[src/rtl/vid_irq_pkg.sv]
package vid_irq_pkg;
  localparam int DATA_W  = 32;
  localparam int FSYNC_N = 16;
  localparam int LOCK_N  = 6;
  localparam int ADDR_W  = 2;

  // software-visible bit positions
  localparam int FS_LSB     = DATA_W - FSYNC_N;
  localparam int B_GEN_ACT  = 13;
  localparam int B_GEN_VBL  = 12;
  localparam int B_DET_ACT  = 11;
  localparam int B_DET_VBL  = 10;
  localparam int B_LOSS     = 9;
  localparam int B_LOCK     = 8;
  localparam int ERR_LSB    = 16;

  localparam logic [DATA_W-1:0] STAT_MASK = {{FSYNC_N{1'b1}}, 2'b00, 6'h3F, 8'h00};
  localparam logic [DATA_W-1:0] ERR_MASK  =
    {{(DATA_W-ERR_LSB-LOCK_N){1'b0}}, {LOCK_N{1'b1}}, {ERR_LSB{1'b0}}};

  typedef enum logic [ADDR_W-1:0] {
    WA_STATUS = 2'd0,
    WA_ENABLE = 2'd1,
    WA_ERROR  = 2'd2,
    WA_TIMING = 2'd3
  } word_addr_e;
endpackage

[src/rtl/vid_irq_edge.sv]
module vid_irq_edge #(
  parameter int W = 2
) (
  input  logic         clk,
  input  logic         rst,
  input  logic [W-1:0] lvl_i,
  output logic [W-1:0] rise_o
);
  logic [W-1:0] prev_q;

  always_ff @(posedge clk) begin
    if (rst) prev_q <= '0;
    else     prev_q <= lvl_i;
  end

  assign rise_o = lvl_i & ~prev_q;


  rise_single_chk: assert property (@(posedge clk) disable iff (rst)
    (rise_o != '0) |=> ((rise_o & $past(rise_o)) == '0));
endmodule

[src/rtl/vid_irq_lock_mon.sv]
module vid_irq_lock_mon #(
  parameter int N = 6
) (
  input  logic         clk,
  input  logic         rst,
  input  logic [N-1:0] lock_i,
  input  logic [N-1:0] en_i,
  output logic         live_o,
  output logic         gain_o,
  output logic         loss_o,
  output logic [N-1:0] err_set_o
);
  logic [N-1:0] lock_q;
  logic         live_q;
  logic [N-1:0] dropped;

  assign live_o    = (|en_i) && ((lock_i | ~en_i) == {N{1'b1}});
  assign dropped   = lock_q & ~lock_i & en_i;
  assign gain_o    = live_o & ~live_q;
  assign loss_o    = |dropped;
  assign err_set_o = lock_i & en_i;

  always_ff @(posedge clk) begin
    if (rst) begin
      lock_q <= '0;
      live_q <= 1'b0;
    end else begin
      lock_q <= lock_i;
      live_q <= live_o;
    end
  end


  gain_loss_excl_chk: assert property (@(posedge clk) disable iff (rst)
    !(gain_o && loss_o));
endmodule

[src/rtl/vid_irq_w1c.sv]
module vid_irq_w1c #(
  parameter int          W    = 32,
  parameter logic [W-1:0] MASK = '1
) (
  input  logic         clk,
  input  logic         rst,
  input  logic [W-1:0] set_i,
  input  logic         clr_wr_i,
  input  logic [W-1:0] clr_data_i,
  output logic [W-1:0] q_o
);
  logic [W-1:0] q;
  logic [W-1:0] clr;

  assign clr = clr_wr_i ? clr_data_i : '0;

  always_ff @(posedge clk) begin
    if (rst) q <= '0;
    else     q <= ((q & ~clr) | set_i) & MASK;
  end

  assign q_o = q;


  set_wins_chk: assert property (@(posedge clk) disable iff (rst)
    ((set_i & MASK) != '0) |=> ((q_o & $past(set_i & MASK)) == $past(set_i & MASK)));


  hold_chk: assert property (@(posedge clk) disable iff (rst)
    (!clr_wr_i && set_i == '0) |=> $stable(q_o));
endmodule

[src/rtl/vid_irq_ctrl.sv]
module vid_irq_ctrl
  import vid_irq_pkg::*;
(
  input  logic               clk,
  input  logic               rst,
  input  logic               gen_active_i,
  input  logic               gen_vblank_i,
  input  logic               det_active_i,
  input  logic               det_vblank_i,
  input  logic [LOCK_N-1:0]  lock_flag_i,
  input  logic [LOCK_N-1:0]  det_en_i,
  input  logic [FSYNC_N-1:0] fsync_i,
  input  logic               wr_en_i,
  input  logic [ADDR_W-1:0]  addr_i,
  input  logic [DATA_W-1:0]  wdata_i,
  output logic [DATA_W-1:0]  rdata_o,
  output logic               irq_o
);
  logic [1:0]        gen_rise, det_rise;
  logic              live, gain, loss;
  logic [LOCK_N-1:0] err_bits;
  logic [DATA_W-1:0] stat_set, err_set;
  logic [DATA_W-1:0] status_q, error_q, enable_q;
  logic              wr_stat, wr_err, wr_enab;

  vid_irq_edge #(.W(2)) gen_edge_i (
    .clk(clk), .rst(rst),
    .lvl_i({gen_active_i, gen_vblank_i}), .rise_o(gen_rise));

  vid_irq_edge #(.W(2)) det_edge_i (
    .clk(clk), .rst(rst),
    .lvl_i({det_active_i, det_vblank_i}), .rise_o(det_rise));

  vid_irq_lock_mon #(.N(LOCK_N)) lock_i (
    .clk(clk), .rst(rst), .lock_i(lock_flag_i), .en_i(det_en_i),
    .live_o(live), .gain_o(gain), .loss_o(loss), .err_set_o(err_bits));

  always_comb begin
    stat_set = '0;
    stat_set[DATA_W-1:FS_LSB] = fsync_i;
    stat_set[B_GEN_ACT] = gen_rise[1];
    stat_set[B_GEN_VBL] = gen_rise[0];
    stat_set[B_DET_ACT] = det_rise[1] & live;
    stat_set[B_DET_VBL] = det_rise[0] & live;
    stat_set[B_LOSS]    = loss;
    stat_set[B_LOCK]    = gain;
    err_set = '0;
    err_set[ERR_LSB +: LOCK_N] = err_bits;
  end

  assign wr_stat = wr_en_i && (addr_i == WA_STATUS);
  assign wr_err  = wr_en_i && (addr_i == WA_ERROR);
  assign wr_enab = wr_en_i && (addr_i == WA_ENABLE);

  vid_irq_w1c #(.W(DATA_W), .MASK(STAT_MASK)) status_reg_i (
    .clk(clk), .rst(rst), .set_i(stat_set), .clr_wr_i(wr_stat),
    .clr_data_i(wdata_i), .q_o(status_q));

  vid_irq_w1c #(.W(DATA_W), .MASK(ERR_MASK)) error_reg_i (
    .clk(clk), .rst(rst), .set_i(err_set), .clr_wr_i(wr_err),
    .clr_data_i(wdata_i), .q_o(error_q));

  always_ff @(posedge clk) begin
    if (rst) enable_q <= '0;
    else if (wr_enab) enable_q <= wdata_i & STAT_MASK;
  end

  always_ff @(posedge clk) begin
    if (rst) begin
      rdata_o <= '0;
      irq_o   <= 1'b0;
    end else begin
      irq_o <= |(status_q & enable_q);
      case (addr_i)
        WA_STATUS: rdata_o <= status_q;
        WA_ENABLE: rdata_o <= enable_q;
        WA_ERROR:  rdata_o <= error_q;
        default:   rdata_o <= {{(DATA_W-1){1'b0}}, live};
      endcase
    end
  end


  irq_masked_chk: assert property (@(posedge clk) disable iff (rst)
    (enable_q == '0) |=> !irq_o);


  det_after_lock_chk: assert property (@(posedge clk) disable iff (rst)
    (stat_set[B_DET_ACT] || stat_set[B_DET_VBL]) |-> live);


  enable_reserved_chk: assert property (@(posedge clk) disable iff (rst)
    wr_enab |=> ((enable_q & ~STAT_MASK) == '0));
endmodule

[config.mk]
export PLATFORM = sky130hd
export DESIGN_NAME = vid_irq_ctrl
export DESIGN_NICKNAME = d
export VERILOG_FILES = /design/src/rtl/vid_irq_pkg.sv /design/src/rtl/vid_irq_edge.sv /design/src/rtl/vid_irq_lock_mon.sv /design/src/rtl/vid_irq_w1c.sv /design/src/rtl/vid_irq_ctrl.sv
export SDC_FILE = /design/constraint.sdc
export NUM_CORES = 1
export LEC_CHECK = 0
export ABC_AREA = 1
export BUFFER_PORTS_ARGS = -buffer_cell sky130_fd_sc_hd__buf_4
export CAP_MARGIN = 20
export CORE_MARGIN = 10
export CORE_UTILIZATION = 45
export CTS_BUF_LIST = sky130_fd_sc_hd__clkbuf_4 sky130_fd_sc_hd__clkbuf_8 sky130_fd_sc_hd__clkbuf_16
export CTS_CLUSTER_DIAMETER = 80
export DETAILED_ROUTE_END_ITERATION = 16
export PLACE_DENSITY_LB_ADDON = 0.15
export SYNTH_ARGS = -nofsm -noshare
export SYNTH_HDL_FRONTEND = slang
export SYNTH_HIERARCHICAL = 1
export SYNTH_SLANG_ARGS = --single-unit
[constraint.sdc]
create_clock -name clk -period 1.6 [get_ports clk]
set_clock_uncertainty 0.2 [all_clocks]
set_input_delay 0 -clock clk [delete_from_list [all_inputs] [get_ports clk]]
set_output_delay 0 -clock clk [all_outputs]
set_load 0.01 [all_outputs]
# Yosys cells after proc, flatten, opt, wreduce, memory -nomap -nowiden
# Index checks and enable logic that the tools add are counted.
dict set report totals {
  inputBits 69
  word_cells 45
  reg_bits 104
  output_inout_bits 33
}
dict set report op_classes {
  mux 3
  reduce_logical 8
  n_eq_ne 3
  bitwise_logic 21
}
# cell n
set op_table {}
lappend op_table {{$pmux W32 S3} 1}
lappend op_table {{$and A32 B32 Y32} 2}
lappend op_table {{$mux W32} 1}
lappend op_table {{$not A32 Y32} 1}
lappend op_table {{$or A32 B32 Y32} 1}
lappend op_table {{$reduce_or A32 Y1} 1}
lappend op_table {{$and A22 B22 Y22} 1}
lappend op_table {{$mux W22} 1}
lappend op_table {{$not A22 Y22} 1}
lappend op_table {{$or A22 B22 Y22} 1}
lappend op_table {{$and A6 B6 Y6} 3}
lappend op_table {{$not A6 Y6} 2}
lappend op_table {{$reduce_or A6 Y1} 2}
lappend op_table {{$eq A6 B6 Y1 const B} 1}
lappend op_table {{$or A6 B6 Y6} 1}
lappend op_table {{$and A2 B2 Y2} 2}
lappend op_table {{$logic_and A1 B1 Y1} 4}
lappend op_table {{$not A2 Y2} 2}
lappend op_table {{$and A1 B1 Y1} 3}
lappend op_table {{$eq A2 B1 Y1 const B} 1}
lappend op_table {{$eq A2 B2 Y1 const B} 1}
lappend op_table {{$logic_not A2 Y1} 1}
lappend op_table {{$not A1 Y1} 1}

# Logic depth before layout (Yosys ltp)
dict set report logic_depth {
  ltp_word 6
  depth_mapped 10
  depth_no_buf 10
}

# By module
# The synthesis kept the hierarchy.
# module cells_per_inst seq_area_each_um2 instances area_per_inst_um2
set modules_own_cells {}
lappend modules_own_cells {vid_irq_ctrl 362 1101.1 1 2379.8}
lappend modules_own_cells {{vid_irq_w1c (status_reg_i)} 125 440.4 1 924.6}
lappend modules_own_cells {{vid_irq_w1c (error_reg_i)} 57 120.1 1 420.4}
lappend modules_own_cells {vid_irq_lock_mon 60 140.1 1 357.8}
lappend modules_own_cells {vid_irq_edge 8 40.0 2 62.6}

# Worst setup path before layout
# Ideal clock, no wire load.
dict set report synth_path {
  path_kind {input to register}
  from {input port wr_en_i}
  to {register status_reg_i.q[17] (netlist: status_reg_i/q_o[17])}
  path_slack_ns 0.248
  cell_stages 7
  n_path_buf 2
  setup_time_ns 0.119
  arrival_ns 1.034
  path_cell_list {clkbuf_1 -> inv_1 -> nor3_1 -> buf_6 -> nand2_1 -> nand2_1 -> a21oi_2}
}
dict set report synth_between {
  elab_chain_cells 5
}
# item line
set synth_lines {}
lappend synth_lines {{from (decl)} vid_irq_ctrl.sv:13} ;# input logic wr_en_i,
lappend synth_lines {{$logic_and A1 B1 Y1} vid_irq_ctrl.sv:51} ;# assign wr_stat = wr_en_i && (addr_i == WA_STATUS);
lappend synth_lines {{named net wr_stat} vid_irq_ctrl.sv:24} ;# logic wr_stat, wr_err, wr_enab;
lappend synth_lines {{$mux W32} vid_irq_w1c.sv:15} ;# assign clr = clr_wr_i ? clr_data_i : '0;
lappend synth_lines {{$not A32 Y32} vid_irq_w1c.sv:19} ;# else q <= ((q & ~clr) | set_i) & MASK;
lappend synth_lines {{$and A32 B32 Y32} vid_irq_w1c.sv:19}
lappend synth_lines {{$or A32 B32 Y32} vid_irq_w1c.sv:19}
lappend synth_lines {{to (signal assigned)} vid_irq_w1c.sv:19}
lappend synth_lines {{to (decl)} vid_irq_w1c.sv:12} ;# logic [W-1:0] q;
# The timed path passes the listed nets, and every way through them passes these cells.
# A chain may end at the register's enable or synchronous reset.

# Final worst setup path
dict set report layout_path {
  from {input port lock_flag_i[3]}
  to {register lock_i.live_q}
}
dict set report layout_between {
  elab_chain_cells 3
}
# item line
set layout_lines {}
lappend layout_lines {{from (decl)} vid_irq_ctrl.sv:10} ;# input logic [LOCK_N-1:0] lock_flag_i,
lappend layout_lines {{$or A6 B6 Y6} vid_irq_lock_mon.sv:17} ;# assign live_o = (|en_i) && ((lock_i | ~en_i) == {N{1'b1}});
lappend layout_lines {{$eq A6 B6 Y1} vid_irq_lock_mon.sv:17}
lappend layout_lines {{$logic_and A1 B1 Y1} vid_irq_lock_mon.sv:17}
lappend layout_lines {{to (signal assigned)} vid_irq_lock_mon.sv:29} ;# live_q <= live_o;
lappend layout_lines {{to (decl)} vid_irq_lock_mon.sv:14} ;# logic live_q;
# No other way between the ends.

==> summary.md <==
| Metric | Value |
|---|---|
| Status | finished, final reports clean |
| Vias in the first global route | 4210 |
| RSZ-0062 raised after global routing | false |
| # rows | 35 |
| Die Ht | 117 um |
| Area delta synth->final | 44.2% |
| Via count | 4248 |
| Highest clock rate | 654 MHz |
| # Max-Cap Violations | 0 |
| Root Buffer | clkbuf_8 |
| Initial core utilization | 45.9% |
| Fraction of layout cells with a size suffix above 1 | 16.8% |
| Commonest cells after routing, fill and taps aside | 238 x nand2_1, 107 x buf_4, 94 x dfxtp_1, 92 x dlygate4sd3_1, 75 x inv_1 |
| Final ANT Viol Nets | 0 |
| Gpl congestion | 0.781 |
| Largest net degree at the start of global routing | 44 |
| Critical path arrival | 1.58 ns |
| Worst-Skew Late Latency | 0.36 ns |
| Max Root-Sink Buffers | 2 |
| Initial antenna violation count | 0 |
| CP startpoint kind | input port |
| Routed len/inst | 12.8 um |
| Global route overflow | 0 |
| Worst min path class | in2reg |
| Vias/cell | 4.62 |
| Cell Area, Synth | 4200 um2 |
| Core area | 9150 um2 |
| GRT Total Usage | 17.7% |
| Port bufs | 91 |
| I/O pin total | 102 |
| Worst vdd ir | 0.000442 V |
| # setup viols final | 0 |
| Detailed Place HPWL | 7.58 mm |
| Die area | 13600 um2 |
| CTS Buf Count | 9 |
| Clock slew at reported path FFs | 0.09 ns |
| PwrDens | 857 nW/um2 |
| YS warnings | 6 |
| Syn avg cell area | 6.79 um2 |
| Setup_tns | 0 ns |
| First-pass GRT wire length | 19.4 mm |
| DRC | 0 |
| Clock sinks | 94 |
| Final Critical Period | 1.53 ns |
| DRT Pass-1 Iters | 4 |
| Critical path endpoint category | register |
| Ant. Diodes | 0 |
| Commonest non-fill, non-tap cell in the layout | nand2_1 |
| Max-slew violations | 0 |
| CTS HTree Levels | 3 |
| Routed WL | 11.8 mm |
| CTS tree | yes |
| CP Data Required Time | 1.65 ns |
| Fillers | 794 |
| Final hold violations | 0 |
| # nets final | 873 |
| Fin util | 66.2% |
| Fin crit share | 95.5% |
| Static leakage | 3.11 nW |
| Initial DRC Count | 146 |
| Slew at the pin closest to its max-slew limit | 0.547 ns |
| Worst hold slack | 0.00554 ns |
| Max FO, Critical Path | 3 |
| Path type of the worst setup path | in2reg |
| Syn Inst Count | 619 |
| Die extent in x | 117 um |
| Max-slew headroom | 63.4% |
## area by class of cell
cell class	instances	area, um2	share of cell area [%]
inverters	77	289	4.77
clock buffers	12	165	2.72
multi-input cells	422	1780	29.3
repair buffers	200	1740	28.6
well taps	111	139	2.29
clock inverters	4	76.3	1.26
flip-flops and latches	94	1880	31.0
## flip-flops by register name, summed over array words and instances, names as in the netlist
signal / cells
lock_i/live_q: 1
gen_edge_i/prev_q: 2
det_edge_i/prev_q: 2
status_reg_i/q_o: 22
error_reg_i/q_o: 6
irq_o: 1
enable_q: 22
lock_i/lock_q: 6
rdata_o: 32
## report_power, final
group          switching, W  internal [W]  total, W
Clock              0.000826       0.00101   0.00184
Combinational      0.000390      0.000438  0.000828
Sequential        0.0000651       0.00246   0.00253
## stage by stage
stage          setup slack, ns  total power [W]  instances  instance area, um2
5_1_grt                 0.0160          0.00544        920                6060
6_report                0.0714          0.00520        920                6060
3_3_place_gp             0.380          0.00319        811                4890
4_1_cts                 0.0637          0.00524        919                6050
2_1_floorplan            0.248          0.00296        653                4330
3_5_place_dp             0.356          0.00320        811                4890
## worst paths after layout
check                                                      from                               to  slack (ns)  depth (start not counted)
worst max-delay path                             lock_flag_i[3]         lock_i/live_q$_SDFF_PP0_        0.07                          9
worst min-delay path                                        rst  gen_edge_i/prev_q[1]$_SDFF_PP0_       0.006                          3
worst max register to register  status_reg_i/q_o[22]$_SDFF_PP0_  status_reg_i/q_o[22]$_SDFF_PP0_        0.17                          3
worst min register to register        enable_q[11]$_SDFFE_PP0P_        enable_q[11]$_SDFFE_PP0P_        0.28                          2
## critical path, stage by stage
cell           delay (ns)
dlygate4sd3_1        0.55
buf_4                0.14
inv_1                0.08
nand2_1              0.06
nand2_1              0.07
nor2_2               0.04
nand3_2              0.06
nor2_1               0.04
dlygate4sd3_1        0.54
## routing by layer
metal,share of wire [%],GRT usage (%)
met1,42,20.4
met2,51,31.5
met3,5.7,4.93
met4,1.1,4.78
met5,0,0
## repair_timing
item | in CTS | in global routing
hold buffers | 92 | 0
setup endpoints to repair | 0 | 5
buffers inserted | 0 | 1
hold endpoints to repair | 84 | 0
resized for setup | 0 | 1
Note: power is estimated with default switching activity, not from simulation.
